File: src/rtl/lat_pkg.sv
package lat_pkg;
  localparam int CODE_W = 4;
  localparam int BASE_W = 3;
  localparam logic [BASE_W-1:0] FALLBACK_BASE = 3'd6;

  typedef struct packed {
    logic [BASE_W-1:0] base;
    logic              invalid;
  } lat_dec_t;
endpackage

File: src/rtl/lat_decode.sv
module lat_decode #(
  parameter int CODE_W = lat_pkg::CODE_W,
  parameter int BASE_W = lat_pkg::BASE_W
) (
  input  logic [CODE_W-1:0] code,
  output logic [BASE_W-1:0] base,
  output logic              invalid
);
  localparam logic [CODE_W-1:0] C_ZERO = '0;
  localparam logic [CODE_W-1:0] C_ONE  = CODE_W'(1);
  localparam logic [CODE_W-1:0] C_TOP  = '1;
  localparam logic [CODE_W-1:0] C_TOPM = C_TOP - CODE_W'(1);

  always_comb begin
    invalid = 1'b0;
    if (code == C_ZERO)      base = BASE_W'(5);
    else if (code == C_ONE)  base = BASE_W'(6);
    else if (code == C_TOPM) base = BASE_W'(3);
    else if (code == C_TOP)  base = BASE_W'(4);
    else begin
      base    = BASE_W'(lat_pkg::FALLBACK_BASE);
      invalid = 1'b1;
    end
  end
endmodule

File: src/rtl/lat_scale.sv
module lat_scale #(
  parameter int BASE_W = lat_pkg::BASE_W,
  localparam int CNT_W = BASE_W + 1
) (
  input  logic [BASE_W-1:0] base,
  input  logic              fixed_en,
  input  logic              ca_rwds,
  output logic [CNT_W-1:0]  target
);
  logic dbl;
  always_comb begin
    dbl    = fixed_en | ca_rwds;
    target = dbl ? {base, 1'b0} : {1'b0, base};
  end
endmodule

File: src/rtl/lat_counter.sv
module lat_counter #(
  parameter int CNT_W = 4
) (
  input  logic             clk,
  input  logic             rst,
  input  logic             load,
  input  logic [CNT_W-1:0] target,
  output logic             done
);
  logic [CNT_W-1:0] remain;
  logic             busy;

  always_ff @(posedge clk) begin
    if (rst) begin
      remain <= '0;
      busy   <= 1'b0;
      done   <= 1'b0;
    end else begin
      done <= 1'b0;
      if (load) begin
        remain <= target - CNT_W'(1);
        busy   <= 1'b1;
      end else if (busy) begin
        if (remain == '0) begin
          done <= 1'b1;
          busy <= 1'b0;
        end else begin
          remain <= remain - CNT_W'(1);
        end
      end
    end
  end
endmodule

File: src/rtl/latency_timer.sv
module latency_timer #(
  parameter int CODE_W = lat_pkg::CODE_W,
  parameter int BASE_W = lat_pkg::BASE_W,
  localparam int CNT_W = BASE_W + 1
) (
  input  logic              clk,
  input  logic              rst,
  input  logic              start,
  input  logic [CODE_W-1:0] lat_code,
  input  logic              fixed_en,
  input  logic              ca_rwds,
  output logic              done,
  output logic              bad_code
);
  lat_pkg::lat_dec_t dec;
  logic [CNT_W-1:0]  target;

  lat_decode #(.CODE_W(CODE_W), .BASE_W(BASE_W)) u_dec (
    .code    (lat_code),
    .base    (dec.base),
    .invalid (dec.invalid)
  );

  lat_scale #(.BASE_W(BASE_W)) u_scale (
    .base     (dec.base),
    .fixed_en (fixed_en),
    .ca_rwds  (ca_rwds),
    .target   (target)
  );

  lat_counter #(.CNT_W(CNT_W)) u_cnt (
    .clk    (clk),
    .rst    (rst),
    .load   (start),
    .target (target),
    .done   (done)
  );

  always_ff @(posedge clk) begin
    if (rst)        bad_code <= 1'b0;
    else if (start) bad_code <= dec.invalid;
  end
endmodule

File: config.mk
export PLATFORM = sky130hd
export DESIGN_NAME = latency_timer
export DESIGN_NICKNAME = d
export VERILOG_FILES = /design/src/rtl/lat_pkg.sv /design/src/rtl/lat_decode.sv /design/src/rtl/lat_scale.sv /design/src/rtl/lat_counter.sv /design/src/rtl/latency_timer.sv
export SDC_FILE = /design/constraint.sdc
export NUM_CORES = 1
export LEC_CHECK = 0
export ABC_AREA = 1
export BUFFER_PORTS_ARGS = -buffer_cell sky130_fd_sc_hd__buf_4
export CORE_AREA = 2 2 39 41
export CTS_CLUSTER_DIAMETER = 40
export DETAILED_ROUTE_END_ITERATION = 7
export DIE_AREA = 0 0 41 43
export PLACE_DENSITY_LB_ADDON = 0.25
export SLEW_MARGIN = 40
export SYNTH_ARGS = -nofsm -noshare
export SYNTH_HDL_FRONTEND = slang
export SYNTH_SLANG_ARGS = --single-unit
File: constraint.sdc
create_clock -name clk -period 1.3 [get_ports clk]
set_input_delay 0.065 -clock clk [delete_from_list [all_inputs] [get_ports clk]]
set_output_delay 0.065 -clock clk [all_outputs]
set_load 0.01 [all_outputs]
==> run_results.csv, run 1 <==
group,metric,value,unit
hold_path,hp-start,"start",
pwr,p_total,0.597,mW
sta,whs,0.141,ns
sta,slew_headroom,0.873,
floorplanning,fp.dieW,41,µm
logic_synthesis,yosysTopAreaCell,"dfxtp_1",
pwr,cellLeakagePower,0.308,nW
critical_path,max_stage_delay,0.32,ns
status,status,"finished, final reports clean",
layout,layout_commonest_cell,"nand2_1",
cts,clock_sinks,7,
floorplanning,num_io_pins,11,
cts,worstSkewPairLatency,0.25,ns
cts,cts-root-buf,"clkbuf_4",
floorplanning,rows,14,
pwr,pwr_density_cell,1030,mW/mm²
logic_synthesis,syn-num-nets,77,
critical_path,rrSetupSlack,0.15,ns
sta,fin_skew,0.00566,ns
sta,rsz0062_at_grt,"false",
critical_path,critPathMaxFanout,7,
placement,gp_congestion,0.724,
layout,syn2layout_area_growth,37.2,%
sta,hold_viol,0,
global_routing,grt_pass1_vias,371,
critical_path,endpoint_kind,"flop",
sta,finalSetupTns,0,ns
critical_path,crit_type,"flop to flop",
global_routing,grt.overflow.total,0,
global_routing,grt_pass1_wl,1370,µm
pwr,ir_drop,0.733,mV
critical_path,path_cells,"nor2_1 > nand3_1 > a21oi_2 > inv_1 > o21ai_0 > a21oi_1",
cts,clkSlewWorstSetupHoldPaths,0.05,ns
sta,worst_slew_pin_slew,0.190,ns
logic_synthesis,netlist_instances,67,
cts,h-tree-depth,1,
route,drc,0,
sta,fmax,0.872,GHz
layout,final_layout_size_suffix_gt1_frac,0.235,
logic_synthesis,synth_area_leaders,"dfxtp_1 33%, nand2_1 17%, inv_1 8.8%, nor2_1 8.8%, a21oi_1 5.9%",
logic_synthesis,yosys_warnings,0,
logic_synthesis,ys_ff_latch,7,
floorplanning,initial_core_util,0.307,
hold_path,hold_class,"primary input to flop",
sta,finalCritPeriodShare,0.882,
critical_path,r2r-start,"u_cnt.remain[0]$_SDFFE_PP0P_",
route,vias,444,
critical_path,required,1.43,ns
logic_synthesis,avgSynthCellArea,6.33,µm²
run,drv_cap,0,
route,drt_wl_total,851,µm
route,ant_nets,0,
cts,cts_made_buffers,3,
logic_synthesis,synth.distinct_cells,14,
cts,cts_tree,"built",
route,wl_per_cell,8.43,µm
logic_synthesis,yosysSeqAreaShare,0.330,
layout,multi_input_area,246,µm²
placement,place_hpwl,685,µm
logic_synthesis,synth_top_area_share,0.330,
layout,nets,96,
layout,most-common-layout-cells,"19 x nand2_1, 13 x buf_4, 10 x inv_1, 10 x nor2_1, 7 x dfxtp_1",
route,first_pass_iters,4,
sta,finalCriticalPeriod,1.15,ns
layout,seq_area,140,µm²
global_routing,antenna_found_initial,0,
floorplanning,dieHeight,43,µm
cts,clockBufferDepth,2,
global_routing,grt_max_degree,8,
logic_synthesis,netlist_area,424,µm²
layout,n_antenna_cell,0,
critical_path,slowest_stage,"dfxtp_1",
cts,cts_setup_buffers,0,
critical_path,start_kind,"flop",
layout,fillers,159,
sta,setup_violations,0,
floorplanning,dieArea,0.00176,mm²
critical_path,worstPathArrival,1.28,ns
critical_path,cp-startpoint,"u_cnt.remain[0]$_SDFFE_PP0P_",
route,vias_per_cell,4.40,
placement,portBuffers,10,
global_routing,grt_usage,0.122,
sta,slew_viol_final,0,
route,dr.first_iter.drc_count,12,
floorplanning,core,0.00138,mm²
[state kept, by name, summed over array words and instances, names as in the netlist]
signal and flops:
u_cnt.remain 4, u_cnt.done 1, u_cnt.busy 1, bad_code 1
[power by group]
| part | internal (mW) | switching [mW] |
|---|---|---|
| sequential | 0.237 | 0.0121 |
| combinational | 0.0737 | 0.0816 |
| clock | 0.117 | 0.0761 |
| total | 0.428 | 0.170 |
[kinds of logic (layout without fill, tap and decap cells)]
logic type / after synthesis / after routing / share of synthesized area
flops: 7 / 7 / 0.330
compound gates: 11 / 11 / 0.139
simple gates: 36 / 36 / 0.384
xor+xnor: 1 / 1 / 0.0207
fa+ha+maj: 1 / 1 / 0.0295
buf+inv: 11 / 29 / 0.0973
[area by class of cell]
| cell class | instances | share of cell area |
|---|---|---|
| multi-input combinational | 49 | 0.424 |
| sequential | 7 | 0.241 |
| timing repair buffer | 14 | 0.185 |
| inverter | 11 | 0.0710 |
| clock buffer | 4 | 0.0452 |
| tap | 16 | 0.0344 |
[synth_stat cells (all sizes together)]
cell type,instances
and3,1
nand2,19
o221ai,1
xnor2,1
ha,1
a21oi,5
inv,11
nor3,1
dfxtp,7
o21ai,5
nor2,11
nand3,4
[path summary, 6_finish.rpt]
path | end | cells after the start
worst max register to register | u_cnt.remain[1]$_SDFFE_PP0P_ | 6
worst min register to register | u_cnt.done$_SDFF_PP0_ | 2
worst min-delay path | u_cnt.done$_SDFF_PP0_ | 4
worst max-delay path | u_cnt.remain[1]$_SDFFE_PP0P_ | 6
[worst max-delay path, delay by kind of cell (launching register included)]
family                 cells  cell delay [ns]
AOI/OAI and AO/OA          3             0.37
DFF                        1             0.32
and+or+nand+nor            2             0.23
buffers and inverters      1             0.11
[repair_timing]
action | 4_1_cts | 5_1_grt
hold buffers | 1 | 0
setup endpoints to repair | 0 | 2
gates resized for setup | 0 | 1
endpoints found under the hold margin | 1 | 0
[metal layers]
layer	vias to the layer above	part of all wire	routed length, µm	GRT usage
met3	4	0.069	59	0.0471
met4	0	0.028	24	0.100
met2	11	0.41	349	0.166
met5	-	0	0	0
li1	248	-	-	-
met1	181	0.49	417	0.143
[per-stage QoR]
| stage | cells | instance area, µm² | util | setup slack [ns] |
|---|---|---|---|---|
| floorplan | 67 | 424 | - | 0.214 |
| global placement | 96 | 542 | 0.392 | 0.0254 |
| detailed placement | 96 | 542 | 0.392 | 0.0203 |
| CTS | 101 | 578 | 0.418 | 0.108 |
| global route | 101 | 582 | 0.420 | 0.0296 |
| finish | 101 | 582 | 0.420 | 0.153 |
Note: power is estimated with default switching activity, not from simulation.
==> run 2, diff against run 1 <==
BUFFER_PORTS_ARGS = -buffer_cell sky130_fd_sc_hd__buf_2   (was -buffer_cell sky130_fd_sc_hd__buf_4)
SKIP_CTS_REPAIR_TIMING = 1   (was not set)
==> run 2 against run 1 <==
Net effect: the flow now finishes with violations (negative hold slack); die area unchanged; routed wire length grew 0.24%; first-iteration DRC count down 58%; clock power is essentially flat; final area is 6.0% lower; flip-flop and latch count stayed put; utilization is 2.5 points lower; non-clock buffer count shrank 1; critical endpoint is now u_cnt.remain[2]$_SDFFE_PP0P_; highest routed layer is now met3.
==> run_results.csv, run 2 (synthesized netlist as in run 1, its figures left out) <==
group,metric,value,unit
sta,setup_violations,0,
global_routing,grt_pass1_vias,357,
critical_path,ff2ff_path_depth,8,
sta,whs,-0.00185,ns
cts,h-tree-depth,1,
hold_path,hold_depth,2,
critical_path,required,1.44,ns
placement,dp_cells,96,
layout,layout_commonest_cell,"nand2_1",
sta,hold_viol,1,
placement,portBuffers,10,
sta,rsz0062_at_grt,"false",
floorplanning,num_io_pins,11,
cts,clockBufferDepth,2,
floorplanning,rows,14,
placement,gp_congestion,0.711,
placement,place_hpwl,684,µm
pwr,p_total,0.586,mW
layout,n_antenna_cell,0,
route,dr.first_iter.drc_count,5,
pwr,pwr_density_cell,1070,mW/mm²
status,status,"finished, violations left",
global_routing,grt_pass1_wl,1390,µm
layout,largest_register,"u_cnt.remain",
floorplanning,dieArea,0.00176,mm²
sta,finalCritPeriodShare,0.889,
run,drv_cap,0,
sta,slew_headroom,0.872,
route,drt_wl_total,853,µm
cts,cts-root-buf,"clkbuf_4",
route,drc,0,
critical_path,r2r-start,"u_cnt.remain[0]$_SDFFE_PP0P_",
cts,cts_tree,"built",
cts,clkSlewWorstSetupHoldPaths,0.05,ns
floorplanning,initial_core_util,0.307,
cts,clock_sinks,7,
critical_path,r2r-end,"u_cnt.remain[2]$_SDFFE_PP0P_",
layout,final_layout_size_suffix_gt1_frac,0.238,
hold_path,hp-start,"rst",
route,ant_nets,0,
status,failed_checks,"negative hold slack",
layout,final_cells,100,
critical_path,critPathMaxFanout,3,
sta,fin_skew,0.00260,ns
floorplanning,core,0.00138,mm²
floorplanning,dieHeight,43,µm
global_routing,grt_usage,0.117,
pwr,cellLeakagePower,0.297,nW
critical_path,endpoint_kind,"flop",
route,first_pass_iters,4,
layout,nets,95,
pwr,ir_drop,0.495,mV
global_routing,grt_max_degree,8,
layout,largest_reg_flops,4,
critical_path,start_kind,"flop",
floorplanning,fp.dieW,41,µm
sta,finalCriticalPeriod,1.16,ns
sta,slew_viol_final,0,
layout,syn2layout_area_growth,28.9,%
sta,finalSetupTns,0,ns
critical_path,rrSetupSlack,0.14,ns
route,vias_per_cell,4.37,
cts,cts_made_buffers,3,
hold_path,hold_end,"u_cnt.busy$_SDFF_PP0_",
critical_path,crit_type,"flop to flop",
global_routing,grt.overflow.total,0,
critical_path,worstPathArrival,1.30,ns
layout,most-common-layout-cells,"19 x nand2_1, 10 x inv_1, 10 x nor2_1, 10 x buf_2, 7 x dfxtp_1",
route,wl_per_cell,8.53,µm
cts,worstSkewPairLatency,0.24,ns
global_routing,antenna_found_initial,0,
route,vias,437,
sta,worst_slew_pin_slew,0.191,ns
hold_path,hold_class,"primary input to flop",
sta,fmax,0.866,GHz
==> run 2: cell count changes in the layout (fill, tap and decap cells not counted), sizes merged <==
| cell | delta |
|---|---|
| dlygate4sd3 | -1 |
==> run 2: stage by stage <==
step / util / worst slack (ns) / area (µm²)
4_1_cts: 0.392 / 0.119 / 543
6_report: 0.395 / 0.145 / 547
3_3_place_gp: 0.373 / 0.0208 / 517
5_1_grt: 0.395 / 0.00475 / 547
3_5_place_dp: 0.373 / 0.0241 / 517
2_1_floorplan: - / 0.214 / 424
==> run 2: critical path, stage by stage, from the launching register on <==
cell and delay, ns:
dfxtp_1 0.34, nand2_1 0.06, nand2_1 0.08, inv_1 0.04, ha_1 0.20, xnor2_1 0.17
nand2_1 0.08, nand2_1 0.06, inv_1 0.03
==> run 2: worst max-delay path by stage <==
| stage | start | slack [ns] | end | cells past startpoint |
|---|---|---|---|---|
| CTS | u_cnt.remain[0]$_SDFFE_PP0P_ | 0.12 | u_cnt.remain[0]$_SDFFE_PP0P_ | 6 |
| floorplan | u_cnt.remain[0]$_SDFFE_PP0P_ | 0.21 | u_cnt.remain[3]$_SDFFE_PP0P_ | 6 |
| detailed placement | lat_code[2] | 0.02 | u_cnt.remain[2]$_SDFFE_PP0P_ | 13 |
| global route | u_cnt.remain[0]$_SDFFE_PP0P_ | 0.005 | u_cnt.remain[2]$_SDFFE_PP0P_ | 8 |
| global placement | lat_code[1] | 0.02 | u_cnt.remain[2]$_SDFFE_PP0P_ | 13 |
| finish | u_cnt.remain[0]$_SDFFE_PP0P_ | 0.14 | u_cnt.remain[2]$_SDFFE_PP0P_ | 8 |
==> run 2: report_power, final <==
group | internal (mW) | leakage [nW] | switching, mW | total, mW
clock network | 0.117 | 0.0150 | 0.0730 | 0.190
logic | 0.0637 | 0.223 | 0.0826 | 0.146
registers | 0.237 | 0.0582 | 0.0126 | 0.250
total | 0.417 | 0.297 | 0.168 | 0.586
==> run 2: routing by layer <==
layer	vias to the layer above	wire length, µm	global-route usage
met5	-	0	0
met4	0	0	0.0600
met3	0	42	0.0314
met2	8	340	0.153
met1	183	470	0.169
li1	246	-	-
==> run 2: final cells by class <==
cell class              instances  area [µm²]
clock buffers                   4        26.3
multi-input cells              49         246
inverters                      11        41.3
well taps                      16        20.0
fillers                       146         837
flip-flops and latches          7         140
repair buffers                 13        72.6
==> run 3, diff against run 2 <==
CELL_PAD_IN_SITES_DETAIL_PLACEMENT = 2   (was not set)
CELL_PAD_IN_SITES_GLOBAL_PLACEMENT = 2   (was not set)
CORE_AREA = not set   (was 2 2 39 41)
CORE_MARGIN = 2   (was not set)
CORE_UTILIZATION = 24   (was not set)
DIE_AREA = not set   (was 0 0 41 43)
TNS_END_PERCENT = 30   (was not set)
==> run 3 against run 2 <==
Net effect: the run still ends with negative hold slack left; via count grew 6.9%; final area did not move; final cell count rose by 1.0%; largest power group unchanged; critical path type unchanged; sequential share of layout area unchanged.
==> run_results.csv, run 3 (synthesized netlist as in run 1, its figures left out) <==
group,metric,value,unit
status,status,"finished, violations left",
status,failed_checks,"negative hold slack",
placement,portBuffers,10,
sta,slew_viol_final,0,
critical_path,cp-startpoint,"u_cnt.remain[0]$_SDFFE_PP0P_",
cts,clockBufferDepth,2,
sta,hold_viol,1,
route,vias,467,
layout,largest_reg_flops,4,
sta,finalCritPeriodShare,0.912,
floorplanning,initial_core_util,0.251,
route,vias_per_cell,4.62,
placement,gp_congestion,0.678,
sta,slew_headroom,0.856,
hold_path,hold_class,"primary input to flop",
critical_path,cp_top_family,"flip-flops",
route,ant_nets,0,
floorplanning,rows,15,
route,first_pass_iters,1,
global_routing,antenna_found_initial,0,
placement,place_hpwl,954,µm
global_routing,grt_usage,0.124,
sta,rsz0062_at_grt,"false",
route,wl_per_cell,10.8,µm
layout,most-common-layout-cells,"19 x nand2_1, 10 x buf_2, 9 x inv_1, 9 x nor2_1, 7 x dfxtp_1",
critical_path,critPathMaxFanout,3,
layout,n_antenna_cell,0,
floorplanning,dieHeight,46.0,µm
layout,layout_commonest_cell,"nand2_1",
sta,fmax,0.843,GHz
critical_path,required,1.45,ns
critical_path,path_cells,"nand2_1 > nand2_1 > inv_1 > ha_1 > xnor2_1 > nand2_1 > nand2_1 > inv_1",
pwr,cellLeakagePower,0.296,nW
cts,clock_sinks,7,
global_routing,grt_max_degree,8,
layout,multi_input_area,245,µm²
global_routing,grt_pass1_wl,1810,µm
floorplanning,dieArea,0.00212,mm²
pwr,ir_drop,0.418,mV
cts,worstSkewPairLatency,0.25,ns
route,drt_wl_total,1090,µm
layout,seq_area,140,µm²
hold_path,hp-start,"rst",
critical_path,critical_path_buf_inv_count,2,
critical_path,max_stage_delay,0.35,ns
critical_path,r2r-start,"u_cnt.remain[0]$_SDFFE_PP0P_",
run,drv_cap,0,
critical_path,cp_common_cell,"nand2_1",
sta,fin_skew,0.00191,ns
critical_path,endpoint_kind,"flop",
critical_path,worstPathArrival,1.33,ns
layout,fillers,223,
critical_path,crit_type,"flop to flop",
cts,cts_tree,"built",
route,drc,0,
cts,cts_made_buffers,3,
layout,largest_register,"u_cnt.remain",
sta,whs,-0.00209,ns
critical_path,start_kind,"flop",
layout,nets,95,
critical_path,slowest_stage,"dfxtp_1",
route,dr.first_iter.drc_count,0,
pwr,p_total,0.596,mW
sta,setup_violations,0,
floorplanning,num_io_pins,11,
layout,syn2layout_area_growth,28.9,%
global_routing,grt.overflow.total,0,
cts,h-tree-depth,1,
floorplanning,fp.dieW,46.0,µm
sta,worst_slew_pin_slew,0.217,ns
cts,cts-root-buf,"clkbuf_4",
sta,finalCriticalPeriod,1.19,ns
global_routing,grt_pass1_vias,439,
floorplanning,core,0.00169,mm²
cts,clkSlewWorstSetupHoldPaths,0.05,ns
pwr,pwr_density_cell,1090,mW/mm²
layout,final_layout_size_suffix_gt1_frac,0.250,
==> run 3: cell count changes in the layout (fill, tap and decap cells not counted) <==
cell / change
a21oi_1: +1
a21oi_2: -1
inv_1: -1
inv_2: +1
nor2_1: -1
nor2_2: +1
==> run 3: path summary, 6_finish.rpt <==
kind	end	slack, ns	cells after the start
hold / removal	u_cnt.busy$_SDFF_PP0_	-0.002	2
hold reg to reg	u_cnt.done$_SDFF_PP0_	0.46	2
setup reg to reg	u_cnt.remain[2]$_SDFFE_PP0P_	0.11	8
setup / recovery	u_cnt.remain[2]$_SDFFE_PP0P_	0.11	8
==> run 3: report_power, final <==
part	internal, mW	leakage (nW)	switching (mW)
clock network	0.117	0.0150	0.0791
registers	0.237	0.0582	0.0123
logic	0.0638	0.223	0.0865
total	0.418	0.296	0.178
==> run 3: final cells by class <==
class,instances,area share
multi-input cells,49,0.449
inverters,11,0.0755
repair buffers,13,0.133
clock buffers,4,0.0481
flip-flops and latches,7,0.256
well taps,17,0.0389
==> run 3: per-layer routing <==
layer  share of wire  global-route usage  vias up
met1            0.50               0.149      214
met4          0.0091              0.0857        0
met3           0.027              0.0238        2
met2            0.47               0.194        7
li1                -                   -      244
met5               0                   0        -
==> run 3: worst register-to-register path, delay by kind of cell, from the launching register on <==
kind          cells  cell delay (ns)
buf+inv           2             0.08
fa+ha+maj         1             0.20
simple gates      4             0.29
xor+xnor          1             0.17
flops             1             0.35
==> run 3: through the flow <==
step	instance area, µm²	util	std cells	setup slack [ns]	TNS, ns
global placement	518	0.307	97	-0.0354	-0.0354
detailed placement	518	0.307	97	-0.0718	-0.0718
CTS	544	0.322	101	0.0734	0
global route	547	0.324	101	0.0110	0
floorplan	424	-	67	0.214	0
finish	547	0.324	101	0.114	0
